## src/rtl/csp_pkg.sv

```systemverilog
package csp_pkg;
  localparam int ADDR_W = 5;
  localparam int LANES  = 4;

  typedef enum logic [1:0] {
    PH_INSTR = 2'd0,
    PH_WRITE = 2'd1,
    PH_READ  = 2'd2
  } phase_e;

  typedef enum logic [1:0] {
    LM_ONE_BIDIR = 2'b00,
    LM_ONE_SPLIT = 2'b01,
    LM_TWO       = 2'b10,
    LM_FOUR      = 2'b11
  } lane_mode_e;

  // byte width of each register; zero marks an unmapped address
  function automatic logic [2:0] reg_bytes(input logic [ADDR_W-1:0] a);
    logic [2:0] w;
    case (a)
      5'd0:       w = 3'd1;
      5'd1:       w = 3'd3;
      5'd2:       w = 3'd2;
      5'd3:       w = 3'd3;
      5'd4:       w = 3'd4;
      5'd5, 5'd6: w = 3'd2;
      default:    w = (a <= 5'd24) ? 3'd4 : 3'd0;
    endcase
    return w;
  endfunction

  function automatic logic [2:0] bits_per_edge(input logic [1:0] m);
    logic [2:0] n;
    case (m)
      LM_FOUR: n = 3'd4;
      LM_TWO:  n = 3'd2;
      default: n = 3'd1;
    endcase
    return n;
  endfunction
endpackage

```

## src/rtl/csp_rst_sync.sv

```systemverilog
module csp_rst_sync #(
  parameter int STAGES = 2
) (
  input  logic clk,
  input  logic rst_n,
  output logic rst_n_sync
);
  logic [STAGES-1:0] chain_q;

  always_ff @(posedge clk or negedge rst_n) begin
    if (!rst_n) chain_q <= '0;
    else        chain_q <= {chain_q[STAGES-2:0], 1'b1};
  end

  assign rst_n_sync = chain_q[STAGES-1];
endmodule

```

## src/rtl/csp_sync.sv

```systemverilog
module csp_sync #(
  parameter int          WIDTH   = 1,
  parameter int          STAGES  = 2,
  parameter logic [WIDTH-1:0] RST_VAL = '0
) (
  input  logic             clk,
  input  logic             rst_n,
  input  logic [WIDTH-1:0] d,
  output logic [WIDTH-1:0] q
);
  logic [WIDTH-1:0] stage_q [STAGES];

  for (genvar g = 0; g < STAGES; g++) begin : g_stage
    logic [WIDTH-1:0] src;
    if (g == 0) begin : g_first
      assign src = d;
    end else begin : g_next
      assign src = stage_q[g-1];
    end
    always_ff @(posedge clk or negedge rst_n) begin
      if (!rst_n) stage_q[g] <= RST_VAL;
      else        stage_q[g] <= src;
    end
  end

  assign q = stage_q[STAGES-1];
endmodule

```

## src/rtl/csp_lane_io.sv

```systemverilog
module csp_lane_io
  import csp_pkg::*;
(
  input  logic [1:0]       mode,
  input  logic [LANES-1:0] pin_in,
  input  logic [LANES-1:0] out_bits,
  input  logic             rd_active,
  output logic [LANES-1:0] in_bits,
  output logic [2:0]       nbits,
  output logic [LANES-1:0] pin_out,
  output logic [LANES-1:0] pin_oe
);
  logic [LANES-1:0] lane_used;

  always_comb begin
    nbits = bits_per_edge(mode);
    case (mode)
      LM_FOUR: begin
        in_bits   = pin_in;
        pin_out   = out_bits;
        lane_used = 4'b1111;
      end
      LM_TWO: begin
        in_bits   = {2'b00, pin_in[1:0]};
        pin_out   = {2'b00, out_bits[1:0]};
        lane_used = 4'b0011;
      end
      LM_ONE_SPLIT: begin
        in_bits   = {3'b000, pin_in[0]};
        pin_out   = {1'b0, out_bits[0], 2'b00};
        lane_used = 4'b0100;
      end
      default: begin
        in_bits   = {3'b000, pin_in[0]};
        pin_out   = {3'b000, out_bits[0]};
        lane_used = 4'b0001;
      end
    endcase
  end

  for (genvar g = 0; g < LANES; g++) begin : g_oe
    assign pin_oe[g] = rd_active & lane_used[g];
  end
endmodule

```

## src/rtl/cfg_serial_port.sv

```systemverilog
module cfg_serial_port
  import csp_pkg::*;
#(
  parameter int SYNC_STAGES = 2,
  parameter int MAX_BYTES   = 4,
  localparam int DATA_W     = 8 * MAX_BYTES,
  localparam int CNT_W      = $clog2(MAX_BYTES + 1)
) (
  input  logic                 clk,
  input  logic                 rst_n,
  input  logic [1:0]           lane_mode,
  input  logic                 cs_n,
  input  logic                 sclk,
  input  logic                 resync,
  input  logic [LANES-1:0]     sd_in,
  output logic [LANES-1:0]     sd_out,
  output logic [LANES-1:0]     sd_oe,
  output logic                 wr_en,
  output logic [ADDR_W-1:0]    wr_addr,
  output logic [DATA_W-1:0]    wr_data,
  output logic [MAX_BYTES-1:0] wr_be,
  output logic [ADDR_W-1:0]    rd_addr,
  input  logic [DATA_W-1:0]    rd_data
);
  localparam int SYN_W = LANES + 3;

  logic rst_n_i;
  csp_rst_sync #(.STAGES(2)) u_rst_sync (
    .clk        (clk),
    .rst_n      (rst_n),
    .rst_n_sync (rst_n_i)
  );

  logic [SYN_W-1:0] syn_q;
  logic             s_cs_n, s_sclk, s_resync;
  logic [LANES-1:0] s_sd;

  csp_sync #(
    .WIDTH   (SYN_W),
    .STAGES  (SYNC_STAGES),
    .RST_VAL ({1'b1, 1'b0, 1'b0, {LANES{1'b0}}})
  ) u_in_sync (
    .clk   (clk),
    .rst_n (rst_n_i),
    .d     ({cs_n, sclk, resync, sd_in}),
    .q     (syn_q)
  );
  assign {s_cs_n, s_sclk, s_resync, s_sd} = syn_q;

  // state
  phase_e               phase_q, phase_d;
  logic                 sclk_d_q;
  logic [2:0]           bitcnt_q, bitcnt_d;
  logic [CNT_W-1:0]     bytecnt_q, bytecnt_d;
  logic [7:0]           inshift_q, inshift_d;
  logic [ADDR_W-1:0]    addr_q, addr_d;
  logic [CNT_W-1:0]     width_q, width_d;
  logic [DATA_W-1:0]    wbuf_q, wbuf_d;
  logic [DATA_W-1:0]    rdsh_q, rdsh_d;
  logic                 rd_first_q, rd_first_d;
  logic [LANES-1:0]     obits_q, obits_d;
  logic                 wr_en_q, wr_en_d;
  logic [ADDR_W-1:0]    wr_addr_q, wr_addr_d;
  logic [DATA_W-1:0]    wr_data_q, wr_data_d;
  logic [MAX_BYTES-1:0] wr_be_q, wr_be_d;

  // lane mapping
  logic [LANES-1:0] in_bits;
  logic [2:0]       nbits;

  csp_lane_io u_lanes (
    .mode      (lane_mode),
    .pin_in    (s_sd),
    .out_bits  (obits_q),
    .rd_active (phase_q == PH_READ),
    .in_bits   (in_bits),
    .nbits     (nbits),
    .pin_out   (sd_out),
    .pin_oe    (sd_oe)
  );

  // edge detection and abort
  logic sclk_rise, sclk_fall, abort, step;
  assign sclk_rise = s_sclk & ~sclk_d_q;
  assign sclk_fall = ~s_sclk & sclk_d_q;
  assign abort     = s_cs_n | s_resync;
  assign step      = sclk_rise | sclk_fall | abort;

  // datapath helpers
  logic [7:0]           shifted;
  logic [3:0]           bit_sum;
  logic                 byte_done;
  logic [CNT_W-1:0]     byte_next;
  logic [CNT_W-1:0]     instr_w;
  logic [DATA_W-1:0]    wbuf_placed;
  logic [MAX_BYTES-1:0] be_part, be_full;
  logic [DATA_W-1:0]    rd_src;
  logic [DATA_W-1:0]    rd_aligned;
  logic [LANES-1:0]     rd_top;

  always_comb begin
    case (lane_mode)
      LM_FOUR: shifted = {inshift_q[3:0], in_bits[3:0]};
      LM_TWO:  shifted = {inshift_q[5:0], in_bits[1:0]};
      default: shifted = {inshift_q[6:0], in_bits[0]};
    endcase
    bit_sum   = {1'b0, bitcnt_q} + {1'b0, nbits};
    byte_done = bit_sum[3];
    byte_next = bytecnt_q + CNT_W'(1);
    instr_w   = CNT_W'(reg_bytes(shifted[ADDR_W-1:0]));
  end

  // place the just-finished byte: first byte goes to the top lane
  always_comb begin
    wbuf_placed = wbuf_q;
    for (int i = 0; i < MAX_BYTES; i++) begin
      if (i == int'(width_q) - 1 - int'(bytecnt_q))
        wbuf_placed[i*8 +: 8] = shifted;
    end
  end

  // enables for the completed bytes, anchored at the top of the register
  always_comb begin
    for (int i = 0; i < MAX_BYTES; i++) begin
      be_part[i] = (i < int'(width_q)) && (i + int'(bytecnt_q) >= int'(width_q));
      be_full[i] = (i < int'(width_q));
    end
  end

  // read path: align register MSB to the top of the shifter
  always_comb begin
    rd_aligned = rd_data << (8 * (MAX_BYTES - int'(width_q)));
    rd_src     = rd_first_q ? rd_aligned : rdsh_q;
    case (lane_mode)
      LM_FOUR: rd_top = rd_src[DATA_W-1 -: 4];
      LM_TWO:  rd_top = {2'b00, rd_src[DATA_W-1 -: 2]};
      default: rd_top = {3'b000, rd_src[DATA_W-1]};
    endcase
  end

  // next state
  always_comb begin
    phase_d    = phase_q;
    bitcnt_d   = bitcnt_q;
    bytecnt_d  = bytecnt_q;
    inshift_d  = inshift_q;
    addr_d     = addr_q;
    width_d    = width_q;
    wbuf_d     = wbuf_q;
    rdsh_d     = rdsh_q;
    rd_first_d = rd_first_q;
    obits_d    = obits_q;
    wr_en_d    = 1'b0;
    wr_addr_d  = wr_addr_q;
    wr_data_d  = wr_data_q;
    wr_be_d    = wr_be_q;

    if (abort) begin
      if (phase_q == PH_WRITE && bytecnt_q != '0) begin
        wr_en_d   = 1'b1;
        wr_addr_d = addr_q;
        wr_data_d = wbuf_q;
        wr_be_d   = be_part;
      end
      phase_d    = PH_INSTR;
      bitcnt_d   = '0;
      bytecnt_d  = '0;
      inshift_d  = '0;
      rd_first_d = 1'b0;
      obits_d    = '0;
    end else begin
      if (sclk_rise) begin
        inshift_d = shifted;
        bitcnt_d  = byte_done ? 3'd0 : bit_sum[2:0];
        if (byte_done) begin
          case (phase_q)
            PH_INSTR: begin
              addr_d    = shifted[ADDR_W-1:0];
              width_d   = instr_w;
              bytecnt_d = '0;
              wbuf_d    = '0;
              if (instr_w == '0)   phase_d = PH_INSTR;
              else if (shifted[7]) begin
                phase_d    = PH_READ;
                rd_first_d = 1'b1;
              end else             phase_d = PH_WRITE;
            end
            PH_WRITE: begin
              wbuf_d    = wbuf_placed;
              bytecnt_d = byte_next;
              if (byte_next == width_q) begin
                wr_en_d   = 1'b1;
                wr_addr_d = addr_q;
                wr_data_d = wbuf_placed;
                wr_be_d   = be_full;
                phase_d   = PH_INSTR;
                bytecnt_d = '0;
              end
            end
            PH_READ: begin
              bytecnt_d = byte_next;
              if (byte_next == width_q) begin
                phase_d   = PH_INSTR;
                bytecnt_d = '0;
                obits_d   = '0;
              end
            end
            default: phase_d = PH_INSTR;
          endcase
        end
      end
      if (sclk_fall && phase_q == PH_READ) begin
        obits_d    = rd_top;
        rdsh_d     = rd_src << nbits;
        rd_first_d = 1'b0;
      end
    end
  end

  // control registers
  always_ff @(posedge clk or negedge rst_n_i) begin
    if (!rst_n_i) begin
      phase_q  <= PH_INSTR;
      sclk_d_q <= 1'b0;
      wr_en_q  <= 1'b0;
    end else begin
      phase_q  <= phase_d;
      sclk_d_q <= s_sclk;
      wr_en_q  <= wr_en_d;
    end
  end

  // datapath registers, advanced only on a serial event
  always_ff @(posedge clk or negedge rst_n_i) begin
    if (!rst_n_i) begin
      bitcnt_q   <= '0;
      bytecnt_q  <= '0;
      inshift_q  <= '0;
      addr_q     <= '0;
      width_q    <= '0;
      wbuf_q     <= '0;
      rdsh_q     <= '0;
      rd_first_q <= 1'b0;
      obits_q    <= '0;
    end else if (step) begin
      bitcnt_q   <= bitcnt_d;
      bytecnt_q  <= bytecnt_d;
      inshift_q  <= inshift_d;
      addr_q     <= addr_d;
      width_q    <= width_d;
      wbuf_q     <= wbuf_d;
      rdsh_q     <= rdsh_d;
      rd_first_q <= rd_first_d;
      obits_q    <= obits_d;
    end
  end

  // write port registers, loaded only on a commit
  always_ff @(posedge clk or negedge rst_n_i) begin
    if (!rst_n_i) begin
      wr_addr_q <= '0;
      wr_data_q <= '0;
      wr_be_q   <= '0;
    end else if (wr_en_d) begin
      wr_addr_q <= wr_addr_d;
      wr_data_q <= wr_data_d;
      wr_be_q   <= wr_be_d;
    end
  end

  assign wr_en   = wr_en_q;
  assign wr_addr = wr_addr_q;
  assign wr_data = wr_data_q;
  assign wr_be   = wr_be_q;
  assign rd_addr = addr_q;
endmodule

```

## config.mk

```make
export PLATFORM = sky130hd
export DESIGN_NAME = cfg_serial_port
export DESIGN_NICKNAME = d
export VERILOG_FILES = /design/src/rtl/csp_pkg.sv /design/src/rtl/csp_rst_sync.sv /design/src/rtl/csp_sync.sv /design/src/rtl/csp_lane_io.sv /design/src/rtl/cfg_serial_port.sv
export SDC_FILE = /design/constraint.sdc
export NUM_CORES = 1
export LEC_CHECK = 0
export ABC_AREA = 1
export BUFFER_PORTS_ARGS = -buffer_cell sky130_fd_sc_hd__buf_4
export CAP_MARGIN = 20
export CORE_MARGIN = 2
export CORE_UTILIZATION = 40
export CTS_CLUSTER_DIAMETER = 80
export DETAILED_ROUTE_END_ITERATION = 10
export PLACE_DENSITY = 0.65
export SETUP_SLACK_MARGIN = 0.1
export SLEW_MARGIN = 20
export SYNTH_ARGS = -nofsm -noshare
export SYNTH_HDL_FRONTEND = slang
export SYNTH_SLANG_ARGS = --single-unit
```

## constraint.sdc

```tcl
create_clock -name clk -period 6 [get_ports clk]
set_clock_uncertainty 0.1 [all_clocks]
set_input_delay 0.6 -clock clk [delete_from_list [all_inputs] [get_ports clk]]
set_output_delay 0.6 -clock clk [all_outputs]
set_load 0.005 [all_outputs]
```

==> summary.txt <==
Clock tree
  • TritonCTS clock tree: done
  • CTS Buffer Depth: 2
  • Clk pin slew, worst setup/hold paths: 70 ps
  • # clock sinks: 151
  • Clock Tree Root: clkbuf_16
  • CTS buffer count: 17
  • Cts repair resizes: 0
  • Worst-Skew Late Latency: 430 ps
  • CTS H-tree lvls: 4

Yosys
  • Mapped cell area: 9070 sq um
  • Most frequent cell after synthesis: nand2_1
  • Async SR Flop Fraction: 1.00
  • Syn Area/Cell: 6.95 sq um
  • Sequential area share after synthesis: 0.417
  • Ys flop type: dfrtp_1
  • Most instantiated cells after synthesis: nand2_1 (633), dfrtp_1 (149), nand3_1 (115)
  • Synth top area share: 0.411
  • Post-synth EDFFs: 0
  • Synth area leader: dfrtp_1
  • Yosys warnings: 0
  • Distinct cells, synth: 41
  • Ranking of synthesized cells by area: dfrtp_1 (41%), nand2_1 (26%), nand3_1 (6.3%), nor2_1 (4.2%), ha_1 (3.6%)
  • Synth Instances: 1305
  • FF+latch count, synth: 151
  • Syn Nets: 1377

Setup path
  • CP max FO: 36
  • Capturing point of the worst reg2reg path: wr_data[4]$_DFFE_PN0P_
  • Worst path required time: 6220 ps
  • Reg-to-reg setup timing slack: 1760 ps
  • Critical path class: register to register
  • Cells on worst reg2reg path: 13
  • Nature of the critical path startpoint: register
  • Critical path origin: width_q[1]$_DFFE_PN0P_
  • Arr. time, crit path: 4460 ps
  • Critical Path End Type: register
  • FF-to-FF Start: width_q[1]$_DFFE_PN0P_

Timing
  • Fin crit share: 0.706
  • Crit path time final: 4240 ps
  • Final Hold Fails: 0
  • Min Hold Slack: 104 ps
  • Setup ws final: 1760 ps
  • FMAX: 236 MHz
  • Relative slew slack: 0.203
  • RSZ-0062 raised after global routing: no
  • Max-slew violation count: 0
  • Setup TNS: 0 ps
  • Worst slew pin tran: 1190 ps
  • Setup violations, final: 0

Global route
  • Initial antenna violation count: 0
  • First-pass GRT wire length: 40900 um
  • GRT Residual Overflow: 0
  • Number of global-route vias before repair: 8148
  • Pin count of the biggest net entering global routing: 75
  • Total GRT Usage: 0.211

Placement
  • Pre-CTS setup slack: 1780 ps
  • Placed inst area: 9940 sq um
  • Number of port buffers: 97
  • Hpwl dp: 17000 um
  • Placer congestion estimate: 0.866

Floorplanning
  • I/O pins: 98
  • Initial Utilization: 0.404
  • Die footprint: 23900 sq um
  • Core footprint: 22400 sq um
  • Die width: 155 um
  • Chip height: 155 um
  • Row cnt: 55

Finish
  • Cell area after layout: 10600 sq um
  • Fraction of layout cells with a size suffix above 1: 0.134
  • Area delta synth->final: 16.5%
  • Nets@finish: 1444
  • Diodes inserted: 0

Routing
  • DRC Markers: 0
  • Routed Antenna Nets: 0
  • DRT Pass-1 Iters: 5
  • Routed via count: 8635
  • Final WL: 24800 um
  • First DRT Iteration DRCs: 787
  • Drt wl/cell: 14.8 um
  • Vias per cell: 5.17

Power and ir drop
  • Power Density: 258 nW/um^2
  • Peak VDD IR: 211 uV
  • LEAKAGE: 5.52 nW

Outcome
  • Status: finished clean

Min path
  • Min-delay worst type: register to asynchronous set/reset pin

Flow run
  • Max cap viols: 0
[worst max-delay path, cell delays in order (launching register included)]
cell and delay (ps):
dfrtp_1 440, inv_1 180, ha_1 740, clkinv_1 600
ha_1 460, nand3b_1 90, nand3_1 90, nand2_1 80
nor2_4 660, nand2_2 290, nand2_1 160, nand3_1 70
nand2_1 80, nand2_1 50
[layout by cell type (no fill, tap or decap), drive strengths merged]
master / count
o211ai: 1
o22ai: 10
dlygate4sd3: 1
buf: 106
fa: 3
o32ai: 1
a31oi: 1
nor2: 107
bufinv: 1
a21boi: 1
nor3: 6
nand3: 115
conb: 1
dfrtp: 149
a22oi: 20
o21ai: 62
xor2: 1
a21oi: 13
clkinvlp: 1
o2111ai: 1
o31ai: 1
nand4: 6
nand2: 641
clkbuf: 17
clkinv: 6
xnor2: 3
inv: 80
ha: 26
nand3b: 2
dfstp: 2
[cell type report]
cell class	count	area, sq um
tap	285	357
fill	2275	11900
clock buffer	17	425
timing repair buffer	107	806
inverter	73	277
clock inverter	15	181
multi-input combinational	1022	4740
sequential	151	3780
[sequential cells by signal, summed over array words and instances (netlist names)]
register	flops
obits_q	4
phase_q	2
width_q	3
u_in_sync.q	7
wr_data	32
rd_addr	5
bitcnt_q	3
bytecnt_q	3
rdsh_q	32
u_rst_sync.chain_q	2
wr_en	1
wr_be	4
rd_first_q	1
wbuf_q	32
wr_addr	5
u_in_sync.g_stage.src	7
sclk_d_q	1
inshift_q	7
[through the flow]
stage	cells	utilization	power, mW
after floorplan	1305	-	1.45
after global placement	1637	0.443	1.63
after detailed placement	1637	0.443	1.63
after CTS	1670	0.471	2.75
after global routing	1670	0.471	2.86
final	1670	0.471	2.73
[worst max path at each step]
| stage | end | cells after the start |
|---|---|---|
| 6_report | wr_data[4]$_DFFE_PN0P_ | 13 |
| 5_1_grt | wr_data[3]$_DFFE_PN0P_ | 12 |
| 4_1_cts | wr_data[4]$_DFFE_PN0P_ | 13 |
| 3_5_place_dp | wr_data[16]$_DFFE_PN0P_ | 13 |
| 3_3_place_gp | wr_data[4]$_DFFE_PN0P_ | 13 |
| 2_1_floorplan | bitcnt_q[0]$_DFFE_PN0P_ | 0 |
[layer usage]
| metal | up-vias | track usage | wire [um] |
|---|---|---|---|
| met4 | 0 | 0.0692 | 434 |
| met5 | - | 0 | 0 |
| met2 | 256 | 0.339 | 11600 |
| met1 | 4083 | 0.290 | 11500 |
| li1 | 4264 | - | - |
| met3 | 32 | 0.0384 | 1310 |
[logic make-up after synthesis]
family | Yosys count | share of synthesized area
AO/OA/AOI/OAI | 111 | 0.0777
adder cells (fa/ha/maj) | 29 | 0.0425
buffers and inverters | 132 | 0.0650
other | 1 | 0.000414
XOR/XNOR | 4 | 0.00386
flip-flops | 151 | 0.417
AND/OR/NAND/NOR | 877 | 0.393
[repair_timing]
action                    4_1_cts  5_1_grt
buffers inserted                0        0
hold buffers                    1        0
hold endpoints to repair        2        0
[power by group]
| part | switching, mW | leakage [nW] | internal [mW] |
|---|---|---|---|
| Combinational | 0.297 | 3.40 | 0.185 |
| Sequential | 0.0466 | 1.83 | 1.09 |
| Clock | 0.512 | 0.294 | 0.599 |
(Power assumes the default switching activity.)
